File: src/rtl/seg_scan_pkg.sv
package seg_scan_pkg;

    // The phases of one test
    typedef enum logic [2:0] {
        PH_IDLE   = 3'd0,
        PH_LOAD   = 3'd1,
        PH_CAP0   = 3'd2,
        PH_CAP1   = 3'd3,
        PH_UNLOAD = 3'd4,
        PH_DONE   = 3'd5
    } scan_phase_e;

    // Flags that are latched when a start is accepted
    typedef struct packed {
        logic skip_load;
        logic two_step;
    } test_flags_t;

    // The phase that follows an accepted start
    function automatic scan_phase_e entry_phase(input test_flags_t f);
        return f.skip_load ? PH_CAP0 : PH_LOAD;
    endfunction

    // The phase that follows capture step 0
    function automatic scan_phase_e after_step0(input test_flags_t f);
        return f.two_step ? PH_CAP1 : PH_UNLOAD;
    endfunction

    function automatic logic is_shift_phase(input scan_phase_e p);
        return (p == PH_LOAD) || (p == PH_UNLOAD);
    endfunction

endpackage

File: src/rtl/scan_segment.sv
module scan_segment #(
    parameter int L = 4
) (
    input  logic         clk,
    input  logic         rst,
    input  logic         shift_en_i,
    input  logic         cap_en_i,
    input  logic         sin_i,
    input  logic [L-1:0] cap_data_i,
    output logic [L-1:0] data_o,
    output logic         sout_o
);

    logic [L-1:0] data_q;

    always_ff @(posedge clk) begin
        if (rst) begin
            data_q <= '0;
        end else if (shift_en_i) begin
            data_q <= {data_q[L-2:0], sin_i};
        end else if (cap_en_i) begin
            data_q <= cap_data_i;
        end
    end

    assign data_o = data_q;
    assign sout_o = data_q[L-1];

    AST_SEG_HOLDS_WHEN_GATED: assert property (@(posedge clk) disable iff (rst)
        (!shift_en_i && !cap_en_i) |=> $stable(data_q));

    AST_SEG_SHIFT_INTAKE: assert property (@(posedge clk) disable iff (rst)
        shift_en_i |=> (data_q[0] == $past(sin_i)));

endmodule

File: src/rtl/cut_stub.sv
module cut_stub #(
    parameter int W = 12
) (
    input  logic [W-1:0] chain_i,
    output logic [W-1:0] resp_o
);

    for (genvar i = 0; i < W; i++) begin : g_resp
        assign resp_o[i] = chain_i[i] ^ chain_i[(i + 1) % W];
    end

endmodule

File: src/rtl/seg_sequencer.sv
module seg_sequencer
    import seg_scan_pkg::*;
#(
    parameter int N = 3,
    parameter int L = 4
) (
    input  logic        clk,
    input  logic        rst,
    input  logic        start_i,
    input  test_flags_t flags_i,
    input  logic [N-1:0] step0_i,
    input  logic [N-1:0] step1_i,
    output logic [N-1:0] shift_en_o,
    output logic [N-1:0] cap_en_o,
    output logic        busy_o,
    output logic        done_o
);

    localparam int CW = (L > 1) ? $clog2(L) : 1;
    localparam int SW = (N > 1) ? $clog2(N) : 1;
    localparam logic [CW-1:0] LAST_BIT = CW'(L - 1);
    localparam logic [SW-1:0] LAST_SEG = SW'(N - 1);

    scan_phase_e  phase_q;
    logic [SW-1:0] seg_q;
    logic [CW-1:0] bit_q;
    test_flags_t  flags_q;
    logic [N-1:0] step0_q;
    logic [N-1:0] step1_q;

    logic last_bit;
    logic last_seg;
    logic can_start;

    assign last_bit  = (bit_q == LAST_BIT);
    assign last_seg  = (seg_q == LAST_SEG);
    assign can_start = (phase_q == PH_IDLE) || (phase_q == PH_DONE);

    always_ff @(posedge clk) begin
        if (rst) begin
            phase_q <= PH_IDLE;
            seg_q   <= '0;
            bit_q   <= '0;
            flags_q <= '0;
            step0_q <= '0;
            step1_q <= '0;
        end else begin
            case (phase_q)
                PH_IDLE, PH_DONE: begin
                    if (start_i) begin
                        flags_q <= flags_i;
                        step0_q <= step0_i;
                        step1_q <= step1_i;
                        seg_q   <= '0;
                        bit_q   <= '0;
                        phase_q <= entry_phase(flags_i);
                    end else begin
                        phase_q <= PH_IDLE;
                    end
                end
                PH_LOAD, PH_UNLOAD: begin
                    if (last_bit) begin
                        bit_q <= '0;
                        if (last_seg) begin
                            seg_q   <= '0;
                            phase_q <= (phase_q == PH_LOAD) ? PH_CAP0 : PH_DONE;
                        end else begin
                            seg_q <= SW'(seg_q + 1'b1);
                        end
                    end else begin
                        bit_q <= CW'(bit_q + 1'b1);
                    end
                end
                PH_CAP0: phase_q <= after_step0(flags_q);
                PH_CAP1: phase_q <= PH_UNLOAD;
                default: phase_q <= PH_IDLE;
            endcase
        end
    end

    always_comb begin
        shift_en_o = '0;
        cap_en_o   = '0;
        if (is_shift_phase(phase_q)) begin
            shift_en_o = N'(1) << seg_q;
        end
        if (phase_q == PH_CAP0) begin
            cap_en_o = step0_q;
        end else if (phase_q == PH_CAP1) begin
            cap_en_o = step1_q;
        end
    end

    assign busy_o = !can_start;
    assign done_o = (phase_q == PH_DONE);

    AST_SHIFT_ONEHOT: assert property (@(posedge clk) disable iff (rst)
        $onehot0(shift_en_o));

    AST_NO_SHIFT_IN_CAPTURE: assert property (@(posedge clk) disable iff (rst)
        (cap_en_o != '0) |-> (shift_en_o == '0));

    AST_DONE_SINGLE: assert property (@(posedge clk) disable iff (rst)
        done_o |=> !done_o);

    AST_DONE_NOT_BUSY: assert property (@(posedge clk) disable iff (rst)
        done_o |-> !busy_o);

    AST_MASKS_STABLE_WHEN_BUSY: assert property (@(posedge clk) disable iff (rst)
        busy_o |=> ($stable(step0_q) && $stable(step1_q) && $stable(flags_q)));

    AST_START_ACCEPTED: assert property (@(posedge clk) disable iff (rst)
        (start_i && !busy_o) |=> busy_o);

endmodule

File: src/rtl/seg_scan_ctrl.sv
module seg_scan_ctrl
    import seg_scan_pkg::*;
#(
    parameter int N = 3,
    parameter int L = 4
) (
    input  logic         clk,
    input  logic         rst,
    input  logic         start_i,
    input  logic         skip_load_i,
    input  logic         two_step_i,
    input  logic [N-1:0] step0_mask_i,
    input  logic [N-1:0] step1_mask_i,
    input  logic         scan_in_i,
    output logic         scan_out_o,
    output logic [N-1:0] seg_shift_en_o,
    output logic [N-1:0] seg_capture_en_o,
    output logic [N-1:0] seg_drive_en_o,
    output logic         busy_o,
    output logic         done_o
);

    localparam int W = N * L;

    test_flags_t  flags;
    logic [N-1:0] shift_en;
    logic [N-1:0] cap_en;
    logic [N-1:0] seg_sout;
    logic [W-1:0] chain;
    logic [W-1:0] resp;

    assign flags.skip_load = skip_load_i;
    assign flags.two_step  = two_step_i;

    seg_sequencer #(.N(N), .L(L)) i_seq (
        .clk       (clk),
        .rst       (rst),
        .start_i   (start_i),
        .flags_i   (flags),
        .step0_i   (step0_mask_i),
        .step1_i   (step1_mask_i),
        .shift_en_o(shift_en),
        .cap_en_o  (cap_en),
        .busy_o    (busy_o),
        .done_o    (done_o)
    );

    for (genvar g = 0; g < N; g++) begin : g_seg
        scan_segment #(.L(L)) i_segment (
            .clk       (clk),
            .rst       (rst),
            .shift_en_i(shift_en[g]),
            .cap_en_i  (cap_en[g]),
            .sin_i     (scan_in_i),
            .cap_data_i(resp[g*L +: L]),
            .data_o    (chain[g*L +: L]),
            .sout_o    (seg_sout[g])
        );
    end

    cut_stub #(.W(W)) i_stub (
        .chain_i(chain),
        .resp_o (resp)
    );

    // Each segment drives the shared line only while it is selected
    always_comb begin
        scan_out_o = 1'b0;
        for (int s = 0; s < N; s++) begin
            scan_out_o = scan_out_o | (seg_sout[s] & shift_en[s]);
        end
    end

    assign seg_shift_en_o   = shift_en;
    assign seg_capture_en_o = cap_en;
    assign seg_drive_en_o   = shift_en;

    AST_OUT_QUIET_UNDRIVEN: assert property (@(posedge clk) disable iff (rst)
        (seg_drive_en_o == '0) |-> (scan_out_o == 1'b0));

    AST_DRIVE_EXCLUSIVE: assert property (@(posedge clk) disable iff (rst)
        $onehot0(seg_drive_en_o));

endmodule

File: config.mk
export PLATFORM = sky130hd
export DESIGN_NAME = seg_scan_ctrl
export DESIGN_NICKNAME = d
export VERILOG_FILES = /design/src/rtl/seg_scan_pkg.sv /design/src/rtl/scan_segment.sv /design/src/rtl/cut_stub.sv /design/src/rtl/seg_sequencer.sv /design/src/rtl/seg_scan_ctrl.sv
export SDC_FILE = /design/constraint.sdc
export NUM_CORES = 1
export LEC_CHECK = 0
export CORE_UTILIZATION = 49
export DETAILED_ROUTE_END_ITERATION = 12
export PLACE_DENSITY = 0.75
export SYNTH_ARGS = -nofsm -noshare
export SYNTH_HDL_FRONTEND = slang
export SYNTH_HIERARCHICAL = 1
export SYNTH_SLANG_ARGS = --single-unit
File: constraint.sdc
create_clock -name clk -period 3.1 [get_ports clk]
set_clock_uncertainty 0.1 [all_clocks]
set_input_delay 0.62 -clock clk [delete_from_list [all_inputs] [get_ports clk]]
set_output_delay 0.62 -clock clk [all_outputs]
set_load 0.02 [all_outputs]
Yosys cells after proc, flatten, opt, wreduce, memory -nomap -nowiden
Cells that the tools add are included.
- flip-flop bits (word level): 26
- output and inout port bits: 12
- word-level logic and storage cells: 75
- $add $sub $neg: 2
- eq/ne operators: 10
- shift-type cells: 1
- mux-type cells: 22
- bitwise logic cells: 17
- reduce and logical (&&, ||, !) cells: 14
- operator list (cell ; count):
    3-bit two-way mux ; 8
    4-bit two-way mux ; 6
    3-bit case mux with 4 select lines ; 1
    1-bit bitwise XOR ; 12
    2-bit two-way mux ; 5
    2-bit case mux with 2 select lines ; 2
    2-bit nonzero test ; 4
    3-bit by 2-bit equality test with 1-bit output (second input constant) ; 2
    3-bit equality test (second input constant) ; 2
    2-bit AND reduction ; 3
    2-bit by 1-bit adder with 2-bit output (second input constant) ; 2
    2-bit equality test (second input constant) ; 2
    2-bit by 1-bit != test with 1-bit output (second input constant) ; 2
    2-bit OR reduction ; 2
    1-bit bitwise AND ; 3
    3-bit by 1-bit equality test with 1-bit output (second input constant) ; 1
    3-bit zero test ; 1
    3-bit AND reduction ; 1
    1-bit by 2-bit << shifter with 3-bit output (first input constant) ; 1
    1-bit logical OR ; 2
    2-bit != test (second input constant) ; 1
    1-bit OR ; 2
    1-bit zero test ; 1

Logic depth before layout (Yosys ltp)
- depth in word-level cells: 6
- mapped depth: 7

By module
Netlist, hierarchy kept.
- by module, submodules not included (module ; times used ; cells an instance ; area each (um^2)):
    seg_sequencer ; 1 ; 86 ; 755.7
    scan_segment ; 3 ; 19 ; 191.4
    cut_stub ; 1 ; 12 ; 105.1
    seg_scan_ctrl ; 1 ; 5 ; 36.3

Least setup slack after synthesis
No wires, ideal clock.
- kind: register -> output
- from: register i_seq.phase_q[2]
- to: output scan_out_o
- arrival: 2.118 ns
- setup slack: 0.262 ns
- stages on the path, launching flop included: 8
- cells stage by stage: dfxtp_1 buf_6 xnor2_2 or2_0 clkbuf_2 nor3b_1 a222oi_1 inv_1
- elaborated cells between the ends (all ways): 9
- RTL lines (element ; line ; text):
    from (decl) ; seg_sequencer.sv:24 ; scan_phase_e phase_q;
    from (signal assigned) ; seg_sequencer.sv:56 ; phase_q <= entry_phase(flags_i);
    from (signal assigned) ; seg_sequencer.sv:66 ; phase_q <= (phase_q == PH_LOAD) ? PH_CAP0 : PH_DONE;
    from (signal assigned) ; seg_sequencer.sv:74 ; PH_CAP0: phase_q <= after_step0(flags_q);
    3-bit by 1-bit equality test with 1-bit output or 3-bit equality test (tied branches) ; seg_scan_pkg.sv:30 ; return (p == PH_LOAD) || (p == PH_UNLOAD);
    1-bit logical OR * ; seg_scan_pkg.sv:30 ;
    3-bit two-way mux * ; seg_sequencer.sv:84 ; if (is_shift_phase(phase_q)) begin
    net seg_drive_en_o[2] ; seg_scan_ctrl.sv:18 ; output logic [N-1:0] seg_drive_en_o,
    1-bit bitwise AND * ; seg_scan_ctrl.sv:70 ; scan_out_o = scan_out_o | (seg_sout[s] & shift_en[s]);
    1-bit OR * ; seg_scan_ctrl.sv:70 ;
    to (decl) ; seg_scan_ctrl.sv:15 ; output logic scan_out_o,
Mark *: on every way through the listed nets, which the timed path passes. The rest lies on a longest branch.

Worst setup path after layout
- from: register i_seq.phase_q[2]
- to: output seg_shift_en_o[2]
- cells in the longest elaborated chain, start to end: 3
- elaborated cells between the ends (all ways): 4
- RTL lines (element ; line ; text):
    3-bit by 1-bit equality test with 1-bit output or 3-bit equality test (tied branches) ; seg_scan_pkg.sv:30 ;
    1-bit logical OR * ; seg_scan_pkg.sv:30 ;
    3-bit two-way mux * ; seg_sequencer.sv:84 ;
    to (decl) ; seg_scan_ctrl.sv:16 ; output logic [N-1:0] seg_shift_en_o,
Mark *: on every way between the ends. The rest lies on a longest branch, timed or not.

==> results_dict.tcl <==
set metrics [dict create \
    status "finished, violations left" \
    violations "design-rule violations" \
    setup_viol 0 \
    crit_required_ns 2.38 \
    pwr-share-comb_pct 44.9 \
    cts_max_level 1 \
    drt_iter0_drc 33 \
    slew_violations 0 \
    via_count 1201 \
    syn_nets 173 \
    gr-total-overflow 0 \
    cts.sinks 26 \
    cts_setup_buffers 0 \
    core_area_um2 2810 \
    dp_cells 207 \
    synthCells 160 \
    worstPathArrival_ns 2.29 \
    fmax_ghz 0.333 \
    end_kind "primary output" \
    swShare_pct 36.6 \
    clock_path_buffers 2 \
    start_util_pct 52.5 \
    worstSetupPathType "reg -> out" \
    period_needed_ns 3.01 \
    firstDrtPassIters 8 \
    avgRoutedWirePerCell_um 14.4 \
    ys_warn_count 6 \
    mostFrequentLayoutCell "dfxtp_1" \
    netlist_area_um2 1470 \
    clk_latency_ns 0.32 \
    fill_cells 247 \
    final_cells 211 \
    grt_max_degree 17 \
    p_clk_share_pct 17.9 \
    layout_common_cells "25 x dfxtp_1, 23 x mux2i_1, 23 x clkdlybuf4s50_1" \
    p_seq_share_pct 37.2 \
    ir_drop_uv 339 \
    hp-class "reg -> reg" \
    p_per_area_nw_per_um2 733 \
    final_layout_size_suffix_gt1_share_pct 8.33 \
    wirelength_um 3030 \
    clk_pin_slew_worst_paths_ns 0.14 \
    die_w_um 56.8 \
    p_int_mw 0.822 \
    power_leakage_nw 0.713 \
    globalplace.congestion 0.850 \
    die_y_um 56.8 \
    dpl_cell_area_um2 1700 \
    row_count 19 \
    grt_pass1_wl_um 5210 \
    hold_violations 0 \
    synth-seq-cells 26 \
    final_nets 194 \
    dieArea_um2 3230 \
    portBuffers 23 \
    final_area_um2 1770 \
    worst_slack_ns 0.0928 \
    avgSynthCellArea_um2 9.20 \
    tightestPinTransition_ns 0.461 \
    ant_nets 0 \
    period_share_pct 97.0 \
    crit_fanout 9 \
    hold_slack_ns 0.417 \
    maxCapViolations 0 \
    rsz0062_at_grt "no" \
    diodes 0 \
    slew_headroom_pct 69.3 \
    root_buffer "clkbuf_4" \
    io_pins 24 \
    switchingPower_mw 0.475 \
    synthToLayoutAreaGrowth_pct 20.3 \
    viasPerCell 5.69 \
    grt_pass1_vias 1195 \
    yosysSeqAreaShare_pct 35.4 \
    cts_tree "built" \
    start_kind "register" \
    cts_buffers 3 \
    antenna_found_initial 0 \
    synth_cell_type_count 36 \
    hpwlAfterDp_um 2200 \
    dp_slack_ns 0.346 \
    grtUsageTotal_pct 20.5 \
    finalSetupTns_ns 0 \
    drc 2 \
]
==> area by class of cell <==
type                       count  area [um^2]  share of cell area, %
tap                           31         38.8                   2.19
sequential                    26          524                   29.6
clock buffer                   3         22.5                   1.27
clock inverter                 1         30.0                   1.70
multi-input combinational    113          842                   47.6
timing repair buffer          31          290                   16.4
inverter                       6         22.5                   1.27
==> worst paths after layout <==
kind,endpoint,cells after the start,slack (ns),startpoint
worst max register to register,g_seg[2].i_segment/data_o[1],6,1.25,i_seq/phase_q[2]
worst min-delay path,i_seq/step1_q[0],2,0.42,i_seq/step1_q[0]
worst max-delay path,seg_shift_en_o[2],5,0.09,i_seq/phase_q[2]
worst min register to register,i_seq/step1_q[0],2,0.42,i_seq/step1_q[0]
==> state kept, by name, indices dropped and copies added (netlist names) <==
register and count:
i_seq/step1_q 3, i_seq/bit_q 2, g_seg.i_segment/data_o 12, i_seq/phase_q 3
i_seq/seg_q 2, i_seq/flags_q 1, i_seq/step0_q 3
==> critical path, stage by stage (launching register included) <==
cell             delay, ns
dfxtp_4               0.41
xnor2_4               0.17
or2_1                 0.30
nor3b_1               0.29
buf_4                 0.20
clkdlybuf4s50_1       0.60
==> metrics by stage <==
stage | util, % | power [mW]
after CTS | 62.6 | 1.29
final | 63.1 | 1.30
after global routing | 63.1 | 1.39
after detailed placement | 60.7 | 1.05
after floorplan | - | 0.901
after global placement | 60.7 | 1.03
==> kinds of logic (layout without fill, tap and decap cells) <==
kind of cell | Yosys count | after routing | share of synthesized area [%]
simple gates | 49 | 49 | 19.5
compound gates | 27 | 27 | 12.2
mux | 23 | 23 | 15.6
buf+inv | 21 | 41 | 8.16
flops | 26 | 26 | 35.4
xor+xnor | 13 | 13 | 8.25
fa+ha+maj | 1 | 1 | 0.850
==> what timing repair did <==
item,in CTS,in global routing
endpoints found under the setup margin,5,3
gates resized for setup,2,2
hold buffers,0,0
==> power by group through the flow <==
stage	registers [mW]	clock network, mW	logic [mW]
after floorplan	0.454	0	0.447
after detailed placement	0.482	0	0.565
after global routing	0.494	0.252	0.640
after global placement	0.477	0	0.549
final	0.483	0.232	0.583
after CTS	0.475	0.240	0.572
==> metal layers <==
metal  global-route usage (%)  up-vias  share of wire [%]
li1                         -      595                  -
met1                     26.6      571                 47
met2                     35.0       31                 48
met3                     2.53        4                4.4
met4                     7.32        0               0.82
met5                        0        -                  0
==> cell usage after synthesis (all sizes together) <==
cell | n | area share [%]
a2111oi | 1 | 0.60
a211o | 1 | 0.60
a211oi | 12 | 6.1
a21oi | 7 | 2.4
a222oi | 1 | 0.68
and2 | 1 | 0.43
and3 | 2 | 0.85
and3b | 1 | 0.60
and4bb | 1 | 0.85
buf | 10 | 5.0
clkbuf | 5 | 1.6
dfxtp | 26 | 35
ha | 1 | 0.85
inv | 6 | 1.5
mux2i | 23 | 16
nand2 | 2 | 0.51
nand2b | 1 | 0.43
nand3 | 1 | 0.34
nand3b | 3 | 1.5
nand4b | 1 | 0.60
nor2 | 14 | 3.6
nor2b | 12 | 5.1
nor3 | 2 | 0.68
nor3b | 2 | 1.0
nor4 | 1 | 0.43
nor4b | 1 | 0.60
nor4bb | 1 | 0.68
o21ai | 4 | 1.4
o31ai | 1 | 0.51
or2 | 1 | 0.43
or3 | 2 | 0.85
xnor2 | 1 | 1.1
xor2 | 12 | 7.1
No activity file was read; power rests on OpenSTA's default activity.
